--- src/rtl/tap_pkg.sv ---
package tap_pkg;

  typedef enum logic [3:0] {
    ST_RESET    = 4'd0,
    ST_IDLE     = 4'd1,
    ST_DR_SEL   = 4'd2,
    ST_DR_CAP   = 4'd3,
    ST_DR_SHIFT = 4'd4,
    ST_DR_EXIT1 = 4'd5,
    ST_DR_PAUSE = 4'd6,
    ST_DR_EXIT2 = 4'd7,
    ST_DR_UPD   = 4'd8,
    ST_IR_SEL   = 4'd9,
    ST_IR_CAP   = 4'd10,
    ST_IR_SHIFT = 4'd11,
    ST_IR_EXIT1 = 4'd12,
    ST_IR_PAUSE = 4'd13,
    ST_IR_EXIT2 = 4'd14,
    ST_IR_UPD   = 4'd15
  } tap_state_e;

  // Successor of a controller state for one mode-select value.
  function automatic tap_state_e tap_next(input tap_state_e cur, input logic sel);
    tap_state_e nxt;
    case (cur)
      ST_RESET:    nxt = sel ? ST_RESET    : ST_IDLE;
      ST_IDLE:     nxt = sel ? ST_DR_SEL   : ST_IDLE;
      ST_DR_SEL:   nxt = sel ? ST_IR_SEL   : ST_DR_CAP;
      ST_DR_CAP:   nxt = sel ? ST_DR_EXIT1 : ST_DR_SHIFT;
      ST_DR_SHIFT: nxt = sel ? ST_DR_EXIT1 : ST_DR_SHIFT;
      ST_DR_EXIT1: nxt = sel ? ST_DR_UPD   : ST_DR_PAUSE;
      ST_DR_PAUSE: nxt = sel ? ST_DR_EXIT2 : ST_DR_PAUSE;
      ST_DR_EXIT2: nxt = sel ? ST_DR_UPD   : ST_DR_SHIFT;
      ST_DR_UPD:   nxt = sel ? ST_DR_SEL   : ST_IDLE;
      ST_IR_SEL:   nxt = sel ? ST_RESET    : ST_IR_CAP;
      ST_IR_CAP:   nxt = sel ? ST_IR_EXIT1 : ST_IR_SHIFT;
      ST_IR_SHIFT: nxt = sel ? ST_IR_EXIT1 : ST_IR_SHIFT;
      ST_IR_EXIT1: nxt = sel ? ST_IR_UPD   : ST_IR_PAUSE;
      ST_IR_PAUSE: nxt = sel ? ST_IR_EXIT2 : ST_IR_PAUSE;
      ST_IR_EXIT2: nxt = sel ? ST_IR_UPD   : ST_IR_SHIFT;
      ST_IR_UPD:   nxt = sel ? ST_DR_SEL   : ST_IDLE;
      default:     nxt = ST_RESET;
    endcase
    return nxt;
  endfunction

endpackage

--- src/rtl/tap_rst_sync.sv ---
module tap_rst_sync #(
  parameter int STAGES = 2
) (
  input  logic clk,
  input  logic arst_n,
  output logic rst_n
);

  logic [STAGES-1:0] sync_q;

  always_ff @(posedge clk or negedge arst_n) begin
    if (!arst_n) begin
      sync_q <= '0;
    end else begin
      sync_q <= {sync_q[STAGES-2:0], 1'b1};
    end
  end

  assign rst_n = sync_q[STAGES-1];

endmodule

--- src/rtl/tap_fsm.sv ---
module tap_fsm
  import tap_pkg::*;
(
  input  logic       clk,
  input  logic       rst_n,
  input  logic       sel,
  output tap_state_e state_o,
  output logic       cap_dr_o,
  output logic       sh_dr_o,
  output logic       upd_dr_o,
  output logic       cap_ir_o,
  output logic       sh_ir_o,
  output logic       upd_ir_o,
  output logic       idle_logic_o
);

  localparam int RUN_W      = 3;
  localparam int FORCE_RUNS = 5;

  tap_state_e state_q;
  tap_state_e state_d;

  always_comb begin
    state_d = tap_next(state_q, sel);
  end

  always_ff @(posedge clk or negedge rst_n) begin
    if (!rst_n) begin
      state_q <= ST_RESET;
    end else begin
      state_q <= state_d;
    end
  end

  assign state_o      = state_q;
  assign cap_dr_o     = (state_q == ST_DR_CAP);
  assign sh_dr_o      = (state_q == ST_DR_SHIFT);
  assign upd_dr_o     = (state_q == ST_DR_UPD);
  assign cap_ir_o     = (state_q == ST_IR_CAP);
  assign sh_ir_o      = (state_q == ST_IR_SHIFT);
  assign upd_ir_o     = (state_q == ST_IR_UPD);
  assign idle_logic_o = (state_q == ST_RESET);

  // Run length of consecutive high mode-select edges, for the checks below.
  logic [RUN_W-1:0] high_run_q;
  always_ff @(posedge clk or negedge rst_n) begin
    if (!rst_n) begin
      high_run_q <= '0;
    end else if (!sel) begin
      high_run_q <= '0;
    end else if (high_run_q != RUN_W'(FORCE_RUNS)) begin
      high_run_q <= high_run_q + 1'b1;
    end
  end


  five_high_reset_chk: assert property (@(posedge clk) disable iff (!rst_n)
    (high_run_q == RUN_W'(FORCE_RUNS)) |-> (state_q == ST_RESET));


  reset_hold_chk: assert property (@(posedge clk) disable iff (!rst_n)
    (state_q == ST_RESET && sel) |=> (state_q == ST_RESET));


  exit2_return_chk: assert property (@(posedge clk) disable iff (!rst_n)
    (state_q == ST_DR_EXIT2 && !sel) |=> (state_q == ST_DR_SHIFT));


  strobe_exclusive_chk: assert property (@(posedge clk) disable iff (!rst_n)
    $onehot0({cap_dr_o, sh_dr_o, upd_dr_o, cap_ir_o, sh_ir_o, upd_ir_o, idle_logic_o}));

endmodule

--- src/rtl/tap_ir.sv ---
module tap_ir
  import tap_pkg::*;
#(
  parameter int           IR_W      = 4,
  parameter logic [IR_W-1:0] OP_IDCODE = 4'b0110,
  parameter logic [IR_W-1:0] CAP_PAT   = 4'b0001
) (
  input  logic            clk,
  input  logic            rst_n,
  input  logic            sin,
  input  tap_state_e      state,
  output logic [IR_W-1:0] active_o,
  output logic            sout_o
);

  logic [IR_W-1:0] sr_q, sr_d;
  logic [IR_W-1:0] act_q, act_d;
  logic            sr_en, act_en;

  always_comb begin
    sr_en  = 1'b0;
    act_en = 1'b0;
    sr_d   = sr_q;
    act_d  = act_q;
    case (state)
      ST_IR_CAP: begin
        sr_en = 1'b1;
        sr_d  = CAP_PAT;
      end
      ST_IR_SHIFT: begin
        sr_en = 1'b1;
        sr_d  = {sin, sr_q[IR_W-1:1]};
      end
      ST_IR_UPD: begin
        act_en = 1'b1;
        act_d  = sr_q;
      end
      ST_RESET: begin
        act_en = 1'b1;
        act_d  = OP_IDCODE;
      end
      default: ;
    endcase
  end

  always_ff @(posedge clk or negedge rst_n) begin
    if (!rst_n) begin
      sr_q <= '0;
    end else if (sr_en) begin
      sr_q <= sr_d;
    end
  end

  always_ff @(posedge clk or negedge rst_n) begin
    if (!rst_n) begin
      act_q <= OP_IDCODE;
    end else if (act_en) begin
      act_q <= act_d;
    end
  end

  assign active_o = act_q;
  assign sout_o   = sr_q[0];


  active_hold_chk: assert property (@(posedge clk) disable iff (!rst_n)
    (state != ST_IR_UPD && state != ST_RESET) |=> $stable(act_q));


  ir_capture_chk: assert property (@(posedge clk) disable iff (!rst_n)
    (state == ST_IR_CAP) |=> (sr_q == CAP_PAT));


  ir_reset_load_chk: assert property (@(posedge clk) disable iff (!rst_n)
    (state == ST_RESET) |=> (act_q == OP_IDCODE));

endmodule

--- src/rtl/tap_dr.sv ---
module tap_dr
  import tap_pkg::*;
#(
  parameter int              IR_W      = 4,
  parameter int              ID_W      = 32,
  parameter logic [ID_W-1:0] ID_VALUE  = 32'h5E1F_60A3,
  parameter logic [IR_W-1:0] OP_IDCODE = 4'b0110
) (
  input  logic            clk,
  input  logic            rst_n,
  input  logic            sin,
  input  tap_state_e      state,
  input  logic [IR_W-1:0] instr,
  output logic            sout_o
);

  logic            sel_id;
  logic            walk;
  logic            byp_q, byp_d, byp_en;
  logic [ID_W-1:0] id_q, id_d;
  logic            id_en;

  assign sel_id = (instr == OP_IDCODE);
  assign walk   = (state == ST_DR_CAP) || (state == ST_DR_SHIFT);

  always_comb begin
    byp_en = walk && !sel_id;
    id_en  = walk && sel_id;
    if (state == ST_DR_CAP) begin
      byp_d = 1'b0;
      id_d  = ID_VALUE;
    end else begin
      byp_d = sin;
      id_d  = {sin, id_q[ID_W-1:1]};
    end
  end

  always_ff @(posedge clk or negedge rst_n) begin
    if (!rst_n) begin
      byp_q <= 1'b0;
    end else if (byp_en) begin
      byp_q <= byp_d;
    end
  end

  always_ff @(posedge clk or negedge rst_n) begin
    if (!rst_n) begin
      id_q <= '0;
    end else if (id_en) begin
      id_q <= id_d;
    end
  end

  assign sout_o = sel_id ? id_q[0] : byp_q;


  bypass_capture_chk: assert property (@(posedge clk) disable iff (!rst_n)
    (state == ST_DR_CAP && !sel_id) |=> !byp_q);


  id_capture_chk: assert property (@(posedge clk) disable iff (!rst_n)
    (state == ST_DR_CAP && sel_id) |=> (id_q == ID_VALUE));

endmodule

--- src/rtl/tap_controller.sv ---
module tap_controller
  import tap_pkg::*;
#(
  parameter int                 IR_W      = 4,
  parameter int                 ID_W      = 32,
  parameter logic [ID_W-1:0]    ID_VALUE  = 32'h5E1F_60A3,
  parameter logic [IR_W-1:0]    OP_IDCODE = 4'b0110,
  parameter logic [IR_W-1:0]    CAP_PAT   = 4'b0001,
  parameter int                 SYNC_LEN  = 2
) (
  input  logic test_clk,
  input  logic tap_rst_n,
  input  logic mode_sel,
  input  logic ser_in,
  output logic ser_out,
  output logic ser_oe,
  output logic dr_capture,
  output logic dr_shift,
  output logic dr_update,
  output logic ir_capture,
  output logic ir_shift,
  output logic ir_update,
  output logic logic_off
);

  logic            rst_n;
  tap_state_e      state;
  logic [IR_W-1:0] instr;
  logic            ir_sout;
  logic            dr_sout;
  logic            out_q, oe_q;
  logic            out_d, oe_d;

  tap_rst_sync #(.STAGES(SYNC_LEN)) u_sync (
    .clk    (test_clk),
    .arst_n (tap_rst_n),
    .rst_n  (rst_n)
  );

  tap_fsm u_fsm (
    .clk          (test_clk),
    .rst_n        (rst_n),
    .sel          (mode_sel),
    .state_o      (state),
    .cap_dr_o     (dr_capture),
    .sh_dr_o      (dr_shift),
    .upd_dr_o     (dr_update),
    .cap_ir_o     (ir_capture),
    .sh_ir_o      (ir_shift),
    .upd_ir_o     (ir_update),
    .idle_logic_o (logic_off)
  );

  tap_ir #(
    .IR_W      (IR_W),
    .OP_IDCODE (OP_IDCODE),
    .CAP_PAT   (CAP_PAT)
  ) u_ir (
    .clk      (test_clk),
    .rst_n    (rst_n),
    .sin      (ser_in),
    .state    (state),
    .active_o (instr),
    .sout_o   (ir_sout)
  );

  tap_dr #(
    .IR_W      (IR_W),
    .ID_W      (ID_W),
    .ID_VALUE  (ID_VALUE),
    .OP_IDCODE (OP_IDCODE)
  ) u_dr (
    .clk    (test_clk),
    .rst_n  (rst_n),
    .sin    (ser_in),
    .state  (state),
    .instr  (instr),
    .sout_o (dr_sout)
  );

  // Serial output retimed to the falling edge.
  always_comb begin
    oe_d  = dr_shift || ir_shift;
    out_d = ir_shift ? ir_sout : (dr_shift ? dr_sout : 1'b0);
  end

  always_ff @(negedge test_clk or negedge rst_n) begin
    if (!rst_n) begin
      out_q <= 1'b0;
      oe_q  <= 1'b0;
    end else begin
      out_q <= out_d;
      oe_q  <= oe_d;
    end
  end

  assign ser_out = out_q;
  assign ser_oe  = oe_q;


  oe_window_chk: assert property (@(posedge test_clk) disable iff (!rst_n)
    ser_oe == (dr_shift || ir_shift));


  reset_outputs_chk: assert property (@(posedge test_clk)
    !rst_n |-> (logic_off && !ser_oe));

endmodule

--- config.mk ---
export PLATFORM = sky130hd
export DESIGN_NAME = tap_controller
export DESIGN_NICKNAME = d
export VERILOG_FILES = /design/src/rtl/tap_pkg.sv /design/src/rtl/tap_rst_sync.sv /design/src/rtl/tap_fsm.sv /design/src/rtl/tap_ir.sv /design/src/rtl/tap_dr.sv /design/src/rtl/tap_controller.sv
export SDC_FILE = /design/constraint.sdc
export NUM_CORES = 1
export LEC_CHECK = 0
export BUFFER_PORTS_ARGS = -buffer_cell sky130_fd_sc_hd__clkbuf_2
export CAP_MARGIN = 20
export CORE_UTILIZATION = 58
export CTS_CLUSTER_DIAMETER = 30
export CTS_CLUSTER_SIZE = 40
export DETAILED_ROUTE_END_ITERATION = 8
export HOLD_SLACK_MARGIN = 0.12
export PLACE_DENSITY = 0.86
export RECOVER_POWER = 50
export SETUP_SLACK_MARGIN = 0.3
export SYNTH_ARGS = -nofsm -noshare
export SYNTH_HDL_FRONTEND = slang
export SYNTH_SLANG_ARGS = --single-unit
--- constraint.sdc ---
create_clock -name test_clk -period 2.98 [get_ports test_clk]
set_input_delay 0.596 -clock test_clk [delete_from_list [all_inputs] [get_ports test_clk]]
set_output_delay 0.596 -clock test_clk [all_outputs]
set_load 0.05 [all_outputs]
==> results of run 1 <==
[synth_stat cells, types with 3 or more instances]
master,number
mux2_2,3
nand2_1,26
nor2_1,10
o21ba_2,10
inv_1,18
o21ai_0,11
mux2_1,9
buf_2,4
dfrtp_1,45
a21oi_1,7
clkbuf_1,9
nand3_1,3
nor4_1,10
mux2i_1,13
nor2b_1,6
[cell families after synthesis]
| group | Yosys count |
|---|---|
| AND/OR/NAND/NOR | 71 |
| flip-flops | 49 |
| AO/OA/AOI/OAI | 35 |
| buffers and inverters | 34 |
| multiplexers | 25 |
| other | 1 |
[report_power, final]
group,internal [W],switching (W)
Clock,0.000188,0.000215
Combinational,0.000552,0.000767
Sequential,0.000972,0.000148
Total,0.00171,0.00113
[final cells by class]
type | instances | area, um^2 | area share (%)
flip-flops and latches | 49 | 1230 | 48.8
multi-input cells | 132 | 903 | 35.9
repair buffers | 24 | 160 | 6.37
clock buffers | 6 | 82.6 | 3.28
inverters | 18 | 67.6 | 2.69
well taps | 48 | 60.1 | 2.39
clock inverters | 2 | 13.8 | 0.547
[through the flow]
step                      util (%)  setup slack [ns]
after floorplan                  -             0.153
after global placement        64.7             0.255
after detailed placement      64.7             0.264
after CTS                     68.0          -0.00298
after global routing          67.7           -0.0267
final                         67.7           0.00211
[routing by layer]
metal	wire, um	up-vias	track usage, %
li1	-	758	-
met1	1840	766	28.5
met2	1800	24	33.4
met3	130	5	5.81
met4	85	0	10.6
met5	0	-	0
[worst paths after layout]
check	to
worst max-delay path	ser_oe
worst min-delay path	u_dr.id_q[6]
worst max register to register	ser_out
worst min register to register	u_dr.id_q[6]
max in group asynchronous	u_dr.id_q[30]
min in group test_clk	u_sync.sync_q[1]
[timing repair]
action | in CTS | in global routing
hold buffers | 1 | 0
endpoints found under the setup margin | 2 | 2
pin swaps | 0 | 0
resized for setup | 4 | 2
endpoints found under the hold margin | 2 | 0
[registers in the layout, summed over array words and instances (netlist names)]
signal	flops
ser_oe	1
u_ir.active_o	4
u_fsm.state_o	4
u_ir.sr_q	4
u_dr.byp_q	1
ser_out	1
u_sync.sync_q	2
u_dr.id_q	32
==> flow_metrics.py, run 1 <==
metrics = {
    "run_status": {
        "status": "finished with violations",
        "violations": "capacitance limit, slew limit",
    },
    "worst_setup_path": {
        "timing.critical_path.fanout_max": 1,
        "worst_r2r_path_depth": 4,
        "required_time_of_the_critical_path_ns": 2.38,
        "timing_worst_setup_path_type": "register to primary output",
        "slowest_cell_on_crit_path": "dfrtn_1",
        "r2r-start": "u_fsm.state_o[3]",
        "critical_path.n_buffers_inverters": 1,
        "setup.worst_path.start": "ser_oe",
        "cp_data_arrival_time_ns": 2.38,
        "cp_slowest_stage_delay_ns": 0.44,
        "number_of_logic_stages_on_the_critical_path_including_buffering": 1,
        "critical_path.top_delay_family": "flip-flops",
        "timing.critical_path.to_type": "primary output",
        "worst_setup_path_start_kind": "register",
        "reg2reg_slack_ns": 0.13,
        "worstPathCellList": "buf_8",
    },
    "global_routing": {
        "grt_start_max_net_pins": 34,
        "antenna_found_initial": 0,
        "track_usage_pct": 21.7,
        "global_route.overflow_total": 0,
        "global_route_wire_length_before_repair_um": 6730,
        "number_of_global_route_vias_before_repair": 1442,
    },
    "placement": {
        "port_buffers": 12,
        "gpl.final_weighted_congestion": 0.757,
        "detailed_place.area_um2": 2400,
        "dp.final_hpwl_um": 2590,
        "dp_cells": 270,
    },
    "yosys": {
        "syn_area_um2": 2280,
        "synth_simple_gate_area_share_pct": 16.3,
        "postSynth.topFlopCell": "dfrtp_1",
        "synth_seq_cells": 49,
        "synth_net_count": 219,
        "yosys.area.top_type": "dfrtp_1",
        "synthDominantCellAreaShare_pct": 49.5,
        "post_synth_inst_count": 215,
        "synthTopCellsByArea": "dfrtp_1 (49%), mux2i_1 (5.7%), mux2_1 (4.5%), o21ba_2 (4.4%), nand2_1 (4.3%)",
        "combinational_family_with_the_most_area_after_synthesis": "simple AND/OR/NAND/NOR gates",
        "synth_sequential_area_ratio_pct": 54.0,
        "synth.area.mux_share_pct": 11.7,
        "synth-edff-count": 0,
        "adder_and_majority_gate_portion_of_the_synthesized_area_pct": 0,
        "async_set_or_reset_flop_fraction_in_the_synthesized_netlist_pct": 100,
        "post_synth.cell_area_avg_um2": 10.6,
        "synthDistinctLibCells": 36,
        "yosysWarnings": 0,
        "synth_compound_gate_area_share_pct": 11.2,
        "synth_xor_area_share_pct": 0,
    },
    "cells_and_area": {
        "layoutNonFillerInstCount": 279,
        "mostFrequentLayoutCells": "dfrtp_1 (45), nand2_1 (26), inv_1 (18), mux2i_1 (13)",
        "area_growth_pct": 10.6,
        "n_antenna_cell": 0,
        "drive_above_1_share_pct": 19.0,
        "final_cell_area_um2": 2520,
        "n_fill_cell": 289,
        "num-nets-final": 234,
        "final_common_cell": "dfrtp_1",
    },
    "cts": {
        "clock-sinks": 49,
        "cts_tree": "yes",
        "cts_setup_buffers": 0,
        "clk_root_buffer_cell": "clkbuf_8",
        "cts_buffers": 5,
        "clockBufferDepth": 2,
        "clk_pin_slew_ns": 0.09,
        "worstSkewPairLatency_ns": 0.31,
        "cts_max_level": 2,
    },
    "die": {
        "die_height_um": 64.6,
        "start_util_pct": 61.2,
        "rows": 22,
        "design.die.area_um2": 4180,
        "core_region_area_um2": 3720,
        "die_width_um": 64.6,
        "design.portCount": 13,
    },
    "pwr": {
        "totalPowerFinal_w": 0.00284,
        "leakage_power_summed_over_all_cells_nw": 1.14,
        "cellPowerDensity_nw_per_um2": 1130,
        "vdd.ir_drop.worst_mv": 0.553,
    },
    "sta": {
        "hold_viol_final": 0,
        "finalSetupTns_ns": 0,
        "max_clock_skew_ns": 0.0136,
        "worstMarginPinSlew_ns": 1.76,
        "fin_worst_hold_slack_ns": 0.245,
        "setup_violations": 0,
        "worst_case_headroom_to_the_max_slew_limit_pct": -17.3,
        "maxSlewViolCount": 34,
        "rsz_0062_raised_after_global_routing": "true",
    },
    "route": {
        "drt_pre_antenna_iters": 4,
        "drt_drc_violations_left": 0,
        "routed_via_density": 5.57,
        "ant_nets": 0,
        "routed-via-count": 1553,
        "drt_wl_total_um": 3870,
        "detailedRoute.firstIterationViolations": 100,
        "detail_route.wl_per_cell_um": 13.9,
    },
    "job": {
        "cap_violations": 1,
    },
    "worst_hold_path": {
        "min-delay-path-class": "register to asynchronous set/reset pin",
    },
}
Power figures use the tool's default switching activity.
==> run 2: changes to the inputs <==
--- a/config.mk
+++ b/config.mk
@@ -7,14 +7,15 @@
 export LEC_CHECK = 0
 export BUFFER_PORTS_ARGS = -buffer_cell sky130_fd_sc_hd__clkbuf_2
 export CAP_MARGIN = 20
-export CORE_UTILIZATION = 58
+export CORE_UTILIZATION = 54
 export CTS_CLUSTER_DIAMETER = 30
 export CTS_CLUSTER_SIZE = 40
 export DETAILED_ROUTE_END_ITERATION = 8
 export HOLD_SLACK_MARGIN = 0.12
-export PLACE_DENSITY = 0.86
+export PLACE_DENSITY = 0.85
 export RECOVER_POWER = 50
 export SETUP_SLACK_MARGIN = 0.3
+export SLEW_MARGIN = 20
 export SYNTH_ARGS = -nofsm -noshare
 export SYNTH_HDL_FRONTEND = slang
 export SYNTH_SLANG_ARGS = --single-unit
==> constraint.sdc (replaced) <==
create_clock -name test_clk -period 2.43 [get_ports test_clk]
set_input_delay 0.486 -clock test_clk [delete_from_list [all_inputs] [get_ports test_clk]]
set_output_delay 0.486 -clock test_clk [all_outputs]
set_load 0.05 [all_outputs]
==> run 2 against run 1 <==
  * The flow finishes with violations (setup timing)
  * Final cell count increased by 5.4%
  * Clock power increased by 19%
  * Sequential power increased by 23%
  * Highest routed layer unchanged
  * Largest cell class unchanged
  * Clock-buffer cell count increased by 2
  * Sequential cell count unchanged
==> flow_metrics.py, run 2 (synthesis gave the netlist of run 1 again) <==
metrics = {
    "route": {
        "drt_pre_antenna_iters": 4,
        "routed-via-count": 1570,
        "routed_via_density": 5.34,
        "drt_wl_total_um": 4170,
        "ant_nets": 0,
        "drt_drc_violations_left": 0,
        "detail_route.wl_per_cell_um": 14.2,
        "detailedRoute.firstIterationViolations": 87,
    },
    "cts": {
        "cts_buffers": 5,
        "clk_pin_slew_ns": 0.07,
        "cts_tree": "yes",
        "clock-sinks": 49,
        "clk_root_buffer_cell": "clkbuf_8",
        "cts_max_level": 2,
        "clockBufferDepth": 2,
        "worstSkewPairLatency_ns": 0.30,
    },
    "worst_setup_path": {
        "cp_data_arrival_time_ns": 2.10,
        "required_time_of_the_critical_path_ns": 1.94,
        "cp_slowest_stage_delay_ns": 0.43,
        "timing_worst_setup_path_type": "register to primary output",
        "critical_path.top_delay_family": "flip-flops",
        "timing.critical_path.fanout_max": 1,
        "slowest_cell_on_crit_path": "dfrtn_1",
        "worst_setup_path_start_kind": "register",
        "critical_path.n_buffers_inverters": 1,
        "timing.critical_path.to_type": "primary output",
        "worstPathCellList": "buf_8",
    },
    "cells_and_area": {
        "mostFrequentLayoutCells": "dfrtp_1 (45), nand2_1 (26), inv_1 (15), mux2i_1 (13), buf_4 (13)",
        "final_common_cell": "dfrtp_1",
        "layoutNonFillerInstCount": 294,
        "n_antenna_cell": 0,
        "num-nets-final": 247,
        "area_growth_pct": 21.8,
        "drive_above_1_share_pct": 28.7,
        "number_of_flip_flops_under_the_largest_register_name": 32,
        "multiInputGateArea_um2": 968,
        "final-seq-area_um2": 1230,
        "regMostFlops": "u_dr.id_q",
        "n_fill_cell": 322,
    },
    "sta": {
        "maxSlewViolCount": 0,
        "finalWorstSetupSlack_ns": -0.160,
        "max_clock_skew_ns": 0.00784,
        "worstMarginPinSlew_ns": 1.44,
        "setup_violations": 2,
        "worst_case_headroom_to_the_max_slew_limit_pct": 3.72,
        "hold_viol_final": 0,
        "rsz_0062_raised_after_global_routing": "true",
    },
    "global_routing": {
        "grt_start_max_net_pins": 28,
        "global_route.overflow_total": 0,
        "track_usage_pct": 20.6,
        "global_route_wire_length_before_repair_um": 6720,
        "antenna_found_initial": 0,
        "number_of_global_route_vias_before_repair": 1459,
    },
    "run_status": {
        "violations": "setup timing",
        "status": "finished with violations",
    },
    "placement": {
        "dp.final_hpwl_um": 2640,
        "port_buffers": 12,
        "dp_cells": 276,
        "pre_cts_slack_ns": 0.0775,
        "gpl.final_weighted_congestion": 0.764,
    },
    "die": {
        "rows": 23,
        "die_width_um": 66.9,
        "design.portCount": 13,
        "design.die.area_um2": 4480,
        "die_height_um": 66.9,
        "core_region_area_um2": 4030,
        "start_util_pct": 56.5,
    },
    "pwr": {
        "leakage_power_summed_over_all_cells_nw": 1.25,
        "cellPowerDensity_nw_per_um2": 1410,
        "vdd.ir_drop.worst_mv": 0.999,
    },
    "job": {
        "cap_violations": 0,
    },
    "worst_hold_path": {
        "min-delay-path-class": "register to register",
    },
}
run 2: cell types whose count changed in the layout (fill, tap and decap cells not counted), sizes merged:
cell         change
clkbuf           +3
clkinv           -2
dlygate4sd3      +1
buf             +11
run 2: final cells by class:
cell class | instances | share of cell area (%)
Multi-Input combinational cell | 132 | 34.9
Sequential cell | 49 | 44.3
Tap cell | 50 | 2.26
Timing Repair Buffer | 37 | 12.6
Clock buffer | 8 | 3.25
Inverter | 18 | 2.62
run 2: path summary, 6_finish.rpt:
path	from	endpoint	slack [ns]	cells past startpoint
min	u_sync.sync_q[0]	u_sync.sync_q[1]	0.36	0
max	ser_oe	ser_oe	-0.16	1
max in group asynchronous	u_sync.sync_q[1]	u_dr.id_q[5]	0.75	1
min in group asynchronous	tap_rst_n	u_sync.sync_q[0]	0.49	2
max reg2reg	u_ir.active_o[1]	ser_out	0.10	3
min reg2reg	u_sync.sync_q[0]	u_sync.sync_q[1]	0.36	0
run 2: stage by stage:
| stage | hold slack (ns) | instance area (um^2) | utilization [%] | TNS, ns | power [W] |
|---|---|---|---|---|---|
| after floorplan | 0.190 | 2310 | - | -0.197 | 0.00268 |
| after global placement | 0.105 | 2470 | 61.3 | 0 | 0.00299 |
| after detailed placement | 0.110 | 2470 | 61.3 | 0 | 0.00306 |
| after CTS | 0.319 | 2750 | 68.2 | -0.291 | 0.00388 |
| after global routing | 0.370 | 2770 | 68.8 | -0.372 | 0.00418 |
| final | 0.356 | 2770 | 68.8 | -0.311 | 0.00391 |
run 2: worst reg2reg max path, cell delays in order (launching register included):
cell	delay (ns)
dfstp_2	0.54
nand4bb_1	0.15
mux2i_1	0.21
o2bb2ai_1	0.08
run 2: power by group:
part	switching, W	internal [W]	total, W
clock	0.000246	0.000232	0.000478
combinational	0.00104	0.00101	0.00205
sequential	0.000188	0.00119	0.00138
total	0.00148	0.00243	0.00391
run 2: repair_timing:
action	CTS	global route
hold buffers	2	0
buffers inserted	3	5
cloned	0	0
resized for setup	37	4
pin swaps	4	3
endpoints found under the hold margin	6	0
endpoints found under the setup margin	7	21
run 2: layer usage:
| layer | vias up | share of wire [%] | track usage (%) |
|---|---|---|---|
| met1 | 767 | 46 | 25.9 |
| met3 | 3 | 3.3 | 6.51 |
| met5 | - | 0 | 0 |
| met4 | 0 | 0.72 | 3.99 |
| met2 | 16 | 50 | 34.8 |
| li1 | 784 | - | - |
